$ cat config.mk
export PLATFORM = sky130hd
export DESIGN_NAME = interval_tick_timers
export DESIGN_NICKNAME = d
export VERILOG_FILES = /design/src/rtl/itt_pkg.sv /design/src/rtl/itt_tick_fsm.sv /design/src/rtl/itt_slot.sv /design/src/rtl/interval_tick_timers.sv
export SDC_FILE = /design/constraint.sdc
export NUM_CORES = 1
export LEC_CHECK = 0
export ABC_AREA = 1
export BUFFER_PORTS_ARGS = -buffer_cell sky130_fd_sc_hd__buf_4
export CORE_ASPECT_RATIO = 0.5
export CORE_MARGIN = 2
export CORE_UTILIZATION = 49
export CTS_CLUSTER_DIAMETER = 120
export DETAILED_ROUTE_END_ITERATION = 10
export PLACE_DENSITY_LB_ADDON = 0.15
export SYNTH_ARGS = -nofsm -noshare
export SYNTH_HDL_FRONTEND = slang
export SYNTH_SLANG_ARGS = --single-unit
$ cat constraint.sdc
create_clock -name clk -period 2.35 [get_ports clk]
set_clock_uncertainty 0.05 [all_clocks]
set_input_delay 0.47 -clock clk [delete_from_list [all_inputs] [get_ports clk]]
set_output_delay 0.47 -clock clk [all_outputs]
set_load 0.01 [all_outputs]
$ cat src/rtl/itt_pkg.sv
package itt_pkg;

    localparam int REG_ADDR_W = 12;

    typedef enum logic [0:0] {
        TK_LOW  = 1'b0,
        TK_HIGH = 1'b1
    } tick_state_e;

    // Register address of each counter slot; the order is the processor order.
    function automatic logic [REG_ADDR_W-1:0] slot_addr(input int idx);
        logic [REG_ADDR_W-1:0] a;
        case (idx)
            0:       a = 12'h380;
            1:       a = 12'h3C0;
            2:       a = 12'h700;
            3:       a = 12'h740;
            default: a = 12'hFFF;
        endcase
        return a;
    endfunction

endpackage

$ cat src/rtl/itt_tick_fsm.sv
module itt_tick_fsm
    import itt_pkg::*;
#(
    parameter int SYNC_STAGES = 2
) (
    input  logic clk,
    input  logic rst_n,
    input  logic tick_async,
    output logic tick_evt
);

    logic [SYNC_STAGES-1:0] sync_q;
    tick_state_e            state_q, state_d;
    logic                   tick_s;

    generate
        if (SYNC_STAGES == 1) begin : g_one
            always_ff @(posedge clk) begin
                if (!rst_n) sync_q <= '0;
                else        sync_q <= tick_async;
            end
        end else begin : g_chain
            always_ff @(posedge clk) begin
                if (!rst_n) sync_q <= '0;
                else        sync_q <= {sync_q[SYNC_STAGES-2:0], tick_async};
            end
        end
    endgenerate

    assign tick_s = sync_q[SYNC_STAGES-1];

    always_ff @(posedge clk) begin
        if (!rst_n) state_q <= TK_LOW;
        else        state_q <= state_d;
    end

    always_comb begin
        state_d = state_q;
        unique case (state_q)
            TK_LOW:  if (tick_s)  state_d = TK_HIGH;
            TK_HIGH: if (!tick_s) state_d = TK_LOW;
            default: state_d = TK_LOW;
        endcase
    end

    always_comb begin
        tick_evt = 1'b0;
        unique case (state_q)
            TK_LOW:  tick_evt = tick_s;
            TK_HIGH: tick_evt = 1'b0;
            default: tick_evt = 1'b0;
        endcase
    end

    AST_ONE_EVT_PER_EDGE: assert property (@(posedge clk) disable iff (!rst_n)
        tick_evt |=> !tick_evt);
    AST_EVT_NEEDS_HIGH: assert property (@(posedge clk) disable iff (!rst_n)
        tick_evt |=> state_q == TK_HIGH);

endmodule

$ cat src/rtl/itt_slot.sv
module itt_slot #(
    parameter int CNT_W = 24
) (
    input  logic             clk,
    input  logic             rst_n,
    input  logic             present,
    input  logic             tick_evt,
    input  logic             wr_hit,
    input  logic [CNT_W-1:0] wr_val,
    input  logic             pend_clr,
    output logic [CNT_W:0]   cnt_o,
    output logic             pend_o
);

    logic [CNT_W:0] cnt_q, dec, stepped;
    logic           pend_q, step, pend_set;

    assign dec      = cnt_q - 1'b1;
    assign stepped  = {dec[CNT_W] | cnt_q[CNT_W], dec[CNT_W-1:0]};
    assign step     = tick_evt && present && !wr_hit;
    assign pend_set = step && stepped[CNT_W];

    always_ff @(posedge clk) begin
        if (!rst_n) begin
            cnt_q <= '0;
        end else if (wr_hit) begin
            cnt_q <= {1'b0, wr_val};
        end else if (step) begin
            cnt_q <= stepped;
        end
    end

    always_ff @(posedge clk) begin
        if (!rst_n)         pend_q <= 1'b0;
        else if (pend_set)  pend_q <= 1'b1;
        else if (pend_clr)  pend_q <= 1'b0;
    end

    assign cnt_o  = cnt_q;
    assign pend_o = pend_q;

    AST_WRITE_CLEARS_OVF: assert property (@(posedge clk) disable iff (!rst_n)
        wr_hit |=> !cnt_q[CNT_W]);
    AST_OVF_STICKY: assert property (@(posedge clk) disable iff (!rst_n)
        cnt_q[CNT_W] && !wr_hit |=> cnt_q[CNT_W]);
    AST_ABSENT_HOLDS: assert property (@(posedge clk) disable iff (!rst_n)
        !present && !wr_hit |=> $stable(cnt_q));
    AST_ABSENT_NO_PEND: assert property (@(posedge clk) disable iff (!rst_n)
        !present && !pend_q |=> !pend_q);
    AST_PEND_HOLDS: assert property (@(posedge clk) disable iff (!rst_n)
        pend_q && !pend_clr |=> pend_q);
    AST_OVF_TICK_PENDS: assert property (@(posedge clk) disable iff (!rst_n)
        tick_evt && present && !wr_hit && cnt_q[CNT_W] |=> pend_q);

endmodule

$ cat src/rtl/interval_tick_timers.sv
module interval_tick_timers
    import itt_pkg::*;
#(
    parameter int N_CPU       = 4,
    parameter int CNT_W       = 24,
    parameter int DATA_W      = 64,
    parameter int SYNC_STAGES = 2
) (
    input  logic                  clk,
    input  logic                  rst_n,
    input  logic                  tick_in,
    input  logic [N_CPU-1:0]      cpu_present,
    input  logic [REG_ADDR_W-1:0] reg_addr,
    input  logic                  reg_wr_en,
    input  logic [DATA_W-1:0]     reg_wdata,
    output logic [DATA_W-1:0]     reg_rdata,
    input  logic [N_CPU-1:0]      pend_clr,
    output logic [N_CPU-1:0]      timer_pend,
    output logic [N_CPU-1:0]      timer_irq
);

    localparam int STATE_W = CNT_W + 1;

    logic                              tick_evt;
    logic [N_CPU-1:0]                  wr_hit;
    logic [N_CPU-1:0][STATE_W-1:0]     cnt;

    itt_tick_fsm #(.SYNC_STAGES(SYNC_STAGES)) u_tick (
        .clk        (clk),
        .rst_n      (rst_n),
        .tick_async (tick_in),
        .tick_evt   (tick_evt)
    );

    for (genvar i = 0; i < N_CPU; i++) begin : g_slot
        assign wr_hit[i] = reg_wr_en && (reg_addr == slot_addr(i));

        itt_slot #(.CNT_W(CNT_W)) u_slot (
            .clk      (clk),
            .rst_n    (rst_n),
            .present  (cpu_present[i]),
            .tick_evt (tick_evt),
            .wr_hit   (wr_hit[i]),
            .wr_val   (reg_wdata[CNT_W-1:0]),
            .pend_clr (pend_clr[i]),
            .cnt_o    (cnt[i]),
            .pend_o   (timer_pend[i])
        );
    end

    assign timer_irq = timer_pend;

    always_comb begin
        reg_rdata = '0;
        for (int i = 0; i < N_CPU; i++) begin
            if (reg_addr == slot_addr(i)) reg_rdata = DATA_W'(cnt[i]);
        end
    end

    AST_RESET_QUIET: assert property (@(posedge clk)
        !rst_n |=> timer_pend == '0);
    AST_ONEHOT_WRITE: assert property (@(posedge clk) disable iff (!rst_n)
        $onehot0(wr_hit));

endmodule

[After elaboration in Yosys (flattened, before gate mapping)]
Index checks and enable logic that the tools add are counted.
Word-level totals
  flip-flop bits (word level): 107
  latch bits: 0
  memory bits (writable): 0
  ROM bits: 0
  input port bits: 88
  output and inout port bits: 72
  memories: 0
Cells by class
  $add $sub $neg: 4
  $mul: 0
  div/mod/pow operators: 0
  magnitude comparators: 0
  equal/unequal tests: 4
  shifts and indexed selects: 0
  mux-type cells: 22
  bitwise operators: 6
  reduce and logical (&&, ||, !) cells: 32
Operators with widths (number)
  24-bit 2-to-1 mux: 8
  64-bit 2-to-1 mux: 2
  25-bit by 1-bit subtractor with 25-bit output, second input constant: 4
  25-bit 2-to-1 mux: 2
  12-bit by 10-bit == test with 1-bit output, second input constant: 2
  12-bit by 11-bit == test with 1-bit output, second input constant: 2
  1-bit logical AND: 16
  2-bit nonzero test: 8
  1-bit 2-to-1 mux: 9
  2-bit OR reduction: 4
  1-bit logical NOT: 4
  1-bit OR: 4
  1-bit inverter: 2
  1-bit one-hot mux with 2 select lines: 1

[Longest topological paths before layout]
Gate-level depths: netlist of the first run.
  depth in word-level cells: 6
  depth in mapped cells: 12

[Hierarchy]
A second synthesis of the first run with hierarchy kept.
Second synthesis, totals
  cells, all modules: 1554
  area total of the unflattened synthesis: 9057.4 µm²
By module, submodules not included
  itt_slot: instances 4, cells each 299, area an instance 1824.2 µm²
  interval_tick_timers: instances 1, cells each 347, area an instance 1667.8 µm²
  itt_tick_fsm: instances 1, cells each 11, area an instance 92.6 µm²

[Worst setup path before layout of the first run]
No wires, ideal clock.
  path type: input to output
  start: input port reg_addr[3]
  end: output port reg_rdata[10]
  data arrival time: 1.587 ns
  required time: 1.830 ns
  slack: 0.243 ns
  stages: 9
  cells stage by stage: nor2_1 nand2_2 nor2_2 nand2_1 inv_2 buf_2 a21oi_1 o21ai_0 o21ai_0
On the way
  cells in the longest elaborated chain, start to end: 5
Ends and longest elaborated chain
  from (decl): line interval_tick_timers.sv:13  | input logic [REG_ADDR_W-1:0] reg_addr,
  12-bit by 10-bit == test with 1-bit output: line interval_tick_timers.sv:56  | if (reg_addr == slot_addr(i)) reg_rdata = DATA_W'(cnt[i]);
  25-bit 2-to-1 mux (2 in a row): line interval_tick_timers.sv:56
  64-bit 2-to-1 mux: line interval_tick_timers.sv:56
  64-bit 2-to-1 mux *: line interval_tick_timers.sv:56
  to (decl): line interval_tick_timers.sv:16  | output logic [DATA_W-1:0] reg_rdata,
Every way passes the cells marked *; elsewhere a longest branch is shown, timed or not.

[Final worst setup path of the first run]
  start: input port reg_addr[4]
  end: output port reg_rdata[11]
The elaborated chain is that of the path after synthesis.

==> impl_metrics.yaml, run 1 <==
yosys:
  syn_area_per_cell_um2: 5.64
  netlist_area_um2: 8480
  seq_area_frac_synth_pct: 25.3
  yosysTopAreaCellShare_pct: 25.3
  synth-seq-cells: 107
  yosysWarnings: 0
  synth_top_cells_by_area: "dfxtp_1 25%, nand2_1 16%, nor2_1 11%"
  yosys.area.top_type: "dfxtp_1"
  synthCells: 1505
  synth_cell_types: 36
clocking:
  clkLatencyLatePin_ps: 370
  cts-buffers-inserted: 9
  cts_tree: "done"
  cts.sinks: 107
  cts.clk_slew.worst_paths_ps: 70
  cts_htree_levels: 3
  cts_buffer_depth: 2
  clock-root-buffer: "clkbuf_16"
worst_setup_path:
  cp_slowest_cell: "buf_4"
  cp.required_ps: 1830
  path_max_fanout: 17
  cp_top_family: "buffers and inverters"
  worst-path-buf-inv: 4
  arrival_ps: 1800
  crit_chain: "buf_4, nor2_4, nand2_1, nor2_4, nand2_2, inv_2, buf_12, a21oi_1, o21ai_1, o21ai_0, buf_4"
  end_kind: "output pin"
  worst_setup_path_start_kind: "primary input"
  path_class: "in -> out"
  cp_slowest_stage_delay_ps: 180
cells_and_area:
  final_common_cell: "nand2_1"
  fin_nets: 1673
  syn2layout_area_growth_pct: 14.7
  final_cell_mix: "365 x nand2_1, 241 x nor2_1, 199 x inv_1"
  layout-drive-gt1-share_pct: 11.5
  fillers: 1759
  finish.instance_area_um2: 9730
  antennaDiodeCount: 0
floorplanning:
  io_pins: 160
  rows: 33
  die_x_um: 190
  die_h_um: 97.0
  dieArea_um2: 18400
  start_util_pct: 51.0
  core_area_um2: 16600
sta:
  finalSetupViolations: 0
  relSlewSlack_pct: 61.5
  period_share_pct: 98.9
  tightest_slew_ps: 576
  hold_viol: 0
  fmax_ghz: 0.430
  hold-worst-slack_ps: 233
  rsz0062_at_grt: "yes"
  post-route-min-period_ps: 2320
  finalMaxSlewViolations: 0
route:
  drcViolationCount: 0
  wl_um: 31900
  wl_met1_um: 14700
  wl_met2_um: 12900
  highest_layer: "met4"
  antenna_left: 0
  drt_iter0_drc: 896
  viasPerCell: 5.41
  wl_per_cell_um: 17.6
  wl_met3_um: 3750
  dr_total_vias: 9808
  first_pass_iters: 5
power_and_ir_drop:
  pwr-share-comb_pct: 28.4
  p_sw_mw: 1.81
  ir_worst_vdd_mv: 0.360
  p_leak_nw: 4.84
  power.density_nw_per_um2: 520
  p_clk_share_pct: 33.1
  swShare_pct: 35.7
  power.total_mw: 5.06
  intPower_mw: 3.26
  p_seq_share_pct: 38.5
place:
  place_hpwl_um: 25000
  placed_cell_area_um2: 9280
  gp_congestion: 0.988
  port_buffers: 80
global_route:
  grt_pass1_wl_um: 49200
  grt_max_degree: 71
  antenna_found_initial: 0
  gr-total-overflow: 0
  first_global_vias: 8886
  grt_use_total_pct: 34.9
outcome:
  status: "finished clean"
worst_hold_path:
  hold_path_class: "in -> reg"
job:
  drv_cap: 0
==> kinds of logic (layout without fill, tap and decap cells) <==
family          Yosys count  after routing  share of synthesized area [%]
flops                   107            107                           25.3
xor+xnor                 31             31                           3.20
buf+inv                 309            352                           16.4
compound gates          219            219                           13.2
simple gates            834            834                           41.3
fa+ha+maj                 4              4                          0.590
other cells               1             39                         0.0442
==> power groups by stage <==
stage               logic (mW)  registers, mW  clock network [mW]
finish                    1.44           1.95                1.68
global route              1.62           1.96                1.76
CTS                       1.39           1.95                1.69
detailed placement        1.38           1.99                   0
global placement          1.36           1.99                   0
floorplan                 1.03           1.97                   0
==> flip-flops by register name, indices dropped and copies added, names as in the netlist <==
name / count
u_tick.state_q: 1
u_tick.sync_q: 2
g_slot.u_slot.pend_o: 4
g_slot.u_slot.cnt_o: 100
==> worst min-delay path, stage by stage <==
cell     delay, ps
buf_4           80
nand2_1         40
inv_1           40
==> per-stage QoR <==
| stage | setup TNS (ps) | cells | utilization, % | worst slack, ps |
|---|---|---|---|---|
| final | 0 | 1813 | 58.5 | 25.2 |
| after global routing | -327 | 1813 | 58.5 | -39.7 |
| after CTS | -3.47 | 1809 | 57.9 | -2.07 |
| after detailed placement | -1300 | 1792 | 55.8 | -152 |
| after global placement | -616 | 1792 | 55.8 | -114 |
| after floorplan | 0 | 1543 | - | 243 |
==> worst paths after layout <==
path                                                             start                                      end  depth (start not counted)  slack [ps]
worst max-delay path                                       reg_addr[4]                            reg_rdata[11]                         11          30
worst min-delay path                                           tick_in              u_tick.sync_q[0]$_SDFF_PN0_                          3         230
worst max register to register  g_slot[2].u_slot.cnt_o[0]$_SDFFE_PN0P_  g_slot[2].u_slot.cnt_o[12]$_SDFFE_PN0P_                          8         260
worst min register to register             u_tick.sync_q[0]$_SDFF_PN0_              u_tick.sync_q[1]$_SDFF_PN0_                          2         360
==> cells in the mapped netlist (all sizes together) <==
library cell / count
inv: 209
o211ai: 2
nand3b: 2
nor3b: 1
a31oi: 5
clkinv: 6
nand2: 372
nor3: 34
ha: 4
xor2: 31
or2: 3
dfxtp: 107
buf: 71
nand3: 143
nor2: 251
o21ai: 135
and3: 1
conb: 1
a21oi: 70
nand4: 27
o22ai: 7
clkbuf: 23
==> routing by layer <==
layer	vias to the layer above	GRT usage, %
met3	50	9.51
li1	4834	-
met5	-	0
met2	477	49.9
met4	0	7.57
met1	4447	51.6
==> what timing repair did <==
action,CTS,global route
endpoints found under the setup margin,24,24
buffers inserted,1,4
pin swaps,2,5
hold buffers,0,0
resized for setup,9,40
cloned,0,0
==> final cells by class <==
class                           count  area (um2)  share of cell area, %
Clock buffer                       12         267                   2.74
Clock inverter                      4        47.5                  0.488
Inverter                          215         808                   8.30
Tap cell                          227         284                   2.92
Sequential cell                   107        2140                   22.0
Multi-Input combinational cell   1127        5180                   53.3
Timing Repair Buffer              121        1000                   10.3
(Power assumes the default switching activity.)
==> run 2, diff against run 1 <==
--- a/config.mk
+++ b/config.mk
@@ -7,12 +7,13 @@
 export LEC_CHECK = 0
 export ABC_AREA = 1
 export BUFFER_PORTS_ARGS = -buffer_cell sky130_fd_sc_hd__buf_4
-export CORE_ASPECT_RATIO = 0.5
 export CORE_MARGIN = 2
 export CORE_UTILIZATION = 49
 export CTS_CLUSTER_DIAMETER = 120
 export DETAILED_ROUTE_END_ITERATION = 10
 export PLACE_DENSITY_LB_ADDON = 0.15
+export RECOVER_POWER = 50
 export SYNTH_ARGS = -nofsm -noshare
 export SYNTH_HDL_FRONTEND = slang
+export SYNTH_HIERARCHICAL = 1
 export SYNTH_SLANG_ARGS = --single-unit
==> impl_metrics.yaml, run 2 <==
route:
  antenna_left: 0
  dr_total_vias: 10100
  wl_um: 31500
  viasPerCell: 5.37
  wl_per_cell_um: 16.8
  drt_iter0_drc: 1011
  drcViolationCount: 0
  first_pass_iters: 5
yosys:
  async_flop_share_pct: 0
  synth-seq-cells: 107
  yosysTopAreaCellShare_pct: 23.6
  seq_area_frac_synth_pct: 23.6
  yosys.area.top_type: "dfxtp_1"
  synthCells: 1554
  synth_cell_types: 33
  synth_top_cells_by_area: "dfxtp_1 24%, nand2_1 19%, inv_1 10%"
  synth_flop_cell: "dfxtp_1"
  netlist_area_um2: 9060
  yosys-top-cells-count: "447 x nand2_1, 241 x inv_1, 178 x nor2_1"
  yosysWarnings: 6
  syn_area_per_cell_um2: 5.83
  synth_edf_count: 0
  synth.most_common_cell: "nand2_1"
sta:
  setup-tns-final_ps: -8.04
  fmax_ghz: 0.424
  rsz0062_at_grt: "yes"
  period_share_pct: 100
  hold-worst-slack_ps: 233
  layout_setup_ws_ps: -8.04
  post-route-min-period_ps: 2360
  tightest_slew_ps: 783
  relSlewSlack_pct: 47.8
  finalMaxSlewViolations: 0
  finalSetupViolations: 1
  hold_viol: 0
cells_and_area:
  largest_reg_flops: 100
  final_util_pct: 58.4
  antennaDiodeCount: 0
  syn2layout_area_growth_pct: 16.2
  final_cell_mix: "431 x nand2_1, 241 x inv_1, 163 x nor2_1"
  layout-drive-gt1-share_pct: 16.6
  final_common_cell: "nand2_1"
  fin_nets: 1733
  fillers: 1864
floorplanning:
  start_util_pct: 50.2
  io_pins: 160
  rows: 49
  core_area_um2: 18000
  die_x_um: 140
  die_h_um: 140
  dieArea_um2: 19600
place:
  port_buffers: 80
  dp_slack_ps: -97.6
  place_hpwl_um: 23000
  gp_congestion: 0.946
worst_setup_path:
  crit_start: "reg_addr[4]"
  r2r-start: "u_tick/sync_q[1]$_SDFF_PN0_"
  end_kind: "output pin"
  worst_setup_path_start_kind: "primary input"
  path_max_fanout: 12
  path_class: "in -> out"
  cp.required_ps: 1830
  arrival_ps: 1840
power_and_ir_drop:
  p_leak_nw: 4.83
  swShare_pct: 36.6
  intPower_mw: 3.26
  p_clk_share_pct: 31.9
  ir_worst_vdd_mv: 0.353
  power.total_mw: 5.14
  pwr-share-comb_pct: 29.7
  power.density_nw_per_um2: 488
  p_sw_mw: 1.88
  p_seq_share_pct: 38.5
clocking:
  cts_buffer_depth: 2
  clkLatencyLatePin_ps: 370
  cts_tree: "done"
  cts_htree_levels: 3
  clock-root-buffer: "clkbuf_16"
  cts-buffers-inserted: 9
  cts.sinks: 107
  ctsHoldBuffers: 0
  cts.clk_slew.worst_paths_ps: 80
worst_hold_path:
  hold_path_class: "in -> reg"
  worstHoldStart: "tick_in"
job:
  drv_cap: 0
global_route:
  first_global_vias: 8779
  grt_use_total_pct: 31.3
  gr-total-overflow: 0
  antenna_found_initial: 0
  grt_max_degree: 40
  grt_pass1_wl_um: 47900
outcome:
  status: "finished, violations left"
  violations: "negative setup slack"
run 2: cell types whose count changed in the layout (fill, tap and decap cells not counted), sizes merged, moves of 13 or more:
| cell | change |
|---|---|
| a21oi | +17 |
| a31oi | +19 |
| inv | +37 |
| nand2 | +95 |
| nand3 | -31 |
| nor2 | -21 |
| nor3 | -27 |
| o211ai | +13 |
| o21ai | -55 |
| xor2 | +13 |
run 2: cell type report:
class | count | area [um2] | share of cell area (%)
Tap cell | 229 | 287 | 2.72
Inverter | 246 | 925 | 8.79
Clock buffer | 9 | 225 | 2.14
Multi-Input combinational cell | 1144 | 5710 | 54.3
Timing Repair Buffer | 133 | 1160 | 11.0
Sequential cell | 107 | 2140 | 20.4
Clock inverter | 7 | 76.3 | 0.725
run 2: path summary, 6_finish.rpt:
kind / endpoint / slack (ps) / cells after the start
max: reg_rdata[22] / -8 / 11
min: u_tick/sync_q[0]$_SDFF_PN0_ / 230 / 3
max reg2reg: g_slot[2].u_slot/cnt_o[17]$_SDFFE_PN0P_ / 550 / 9
min reg2reg: u_tick/sync_q[1]$_SDFF_PN0_ / 370 / 2
run 2: kinds of logic after synthesis:
group                      share of synthesized area [%]
AOI/OAI and AO/OA                                   12.7
xor gates and xnor gates                            4.25
DFF                                                 23.6
buffers and inverters                               17.0
adders and majority gates                          0.553
and+or+nand+nor                                     41.8
other                                             0.0414
run 2: stage by stage:
stage,instances,cell area [um2]
final,1875,10500
after global routing,1875,10500
after CTS,1867,10300
after detailed placement,1851,9940
after global placement,1851,9940
after floorplan,1592,9200
run 2: routing by layer:
layer,global-route usage (%),up-vias,share of wire [%]
met5,0,-,0
met4,11.7,0,4.4
met3,6.02,73,11
met2,46.7,496,42
met1,44.8,4565,42
li1,-,4939,-
run 2: critical path, stage by stage:
cell and delay [ps]:
buf_4 120, nor2_4 160, nand2_2 100, nor2_4 130, buf_12 140, nand2_2 50
buf_6 150, nand2_1 70, nand2_1 80, a21oi_1 200, buf_4 160
run 2: timing repair:
action / CTS / global route
setup buffers: 0 / 3
pin swaps: 0 / 7
setup endpoints to repair: 25 / 25
gates cloned: 0 / 5
hold endpoints to repair: 0 / 0
gates resized for setup: 6 / 50
run 2: power groups by stage:
stage          clock (mW)  combinational [mW]  sequential (mW)
2_1_floorplan           0                1.16             1.98
3_3_place_gp            0                1.45             2.01
3_5_place_dp            0                1.48             2.01
4_1_cts              1.65                1.49             1.97
5_1_grt              1.73                1.71             1.98
6_report             1.64                1.52             1.98
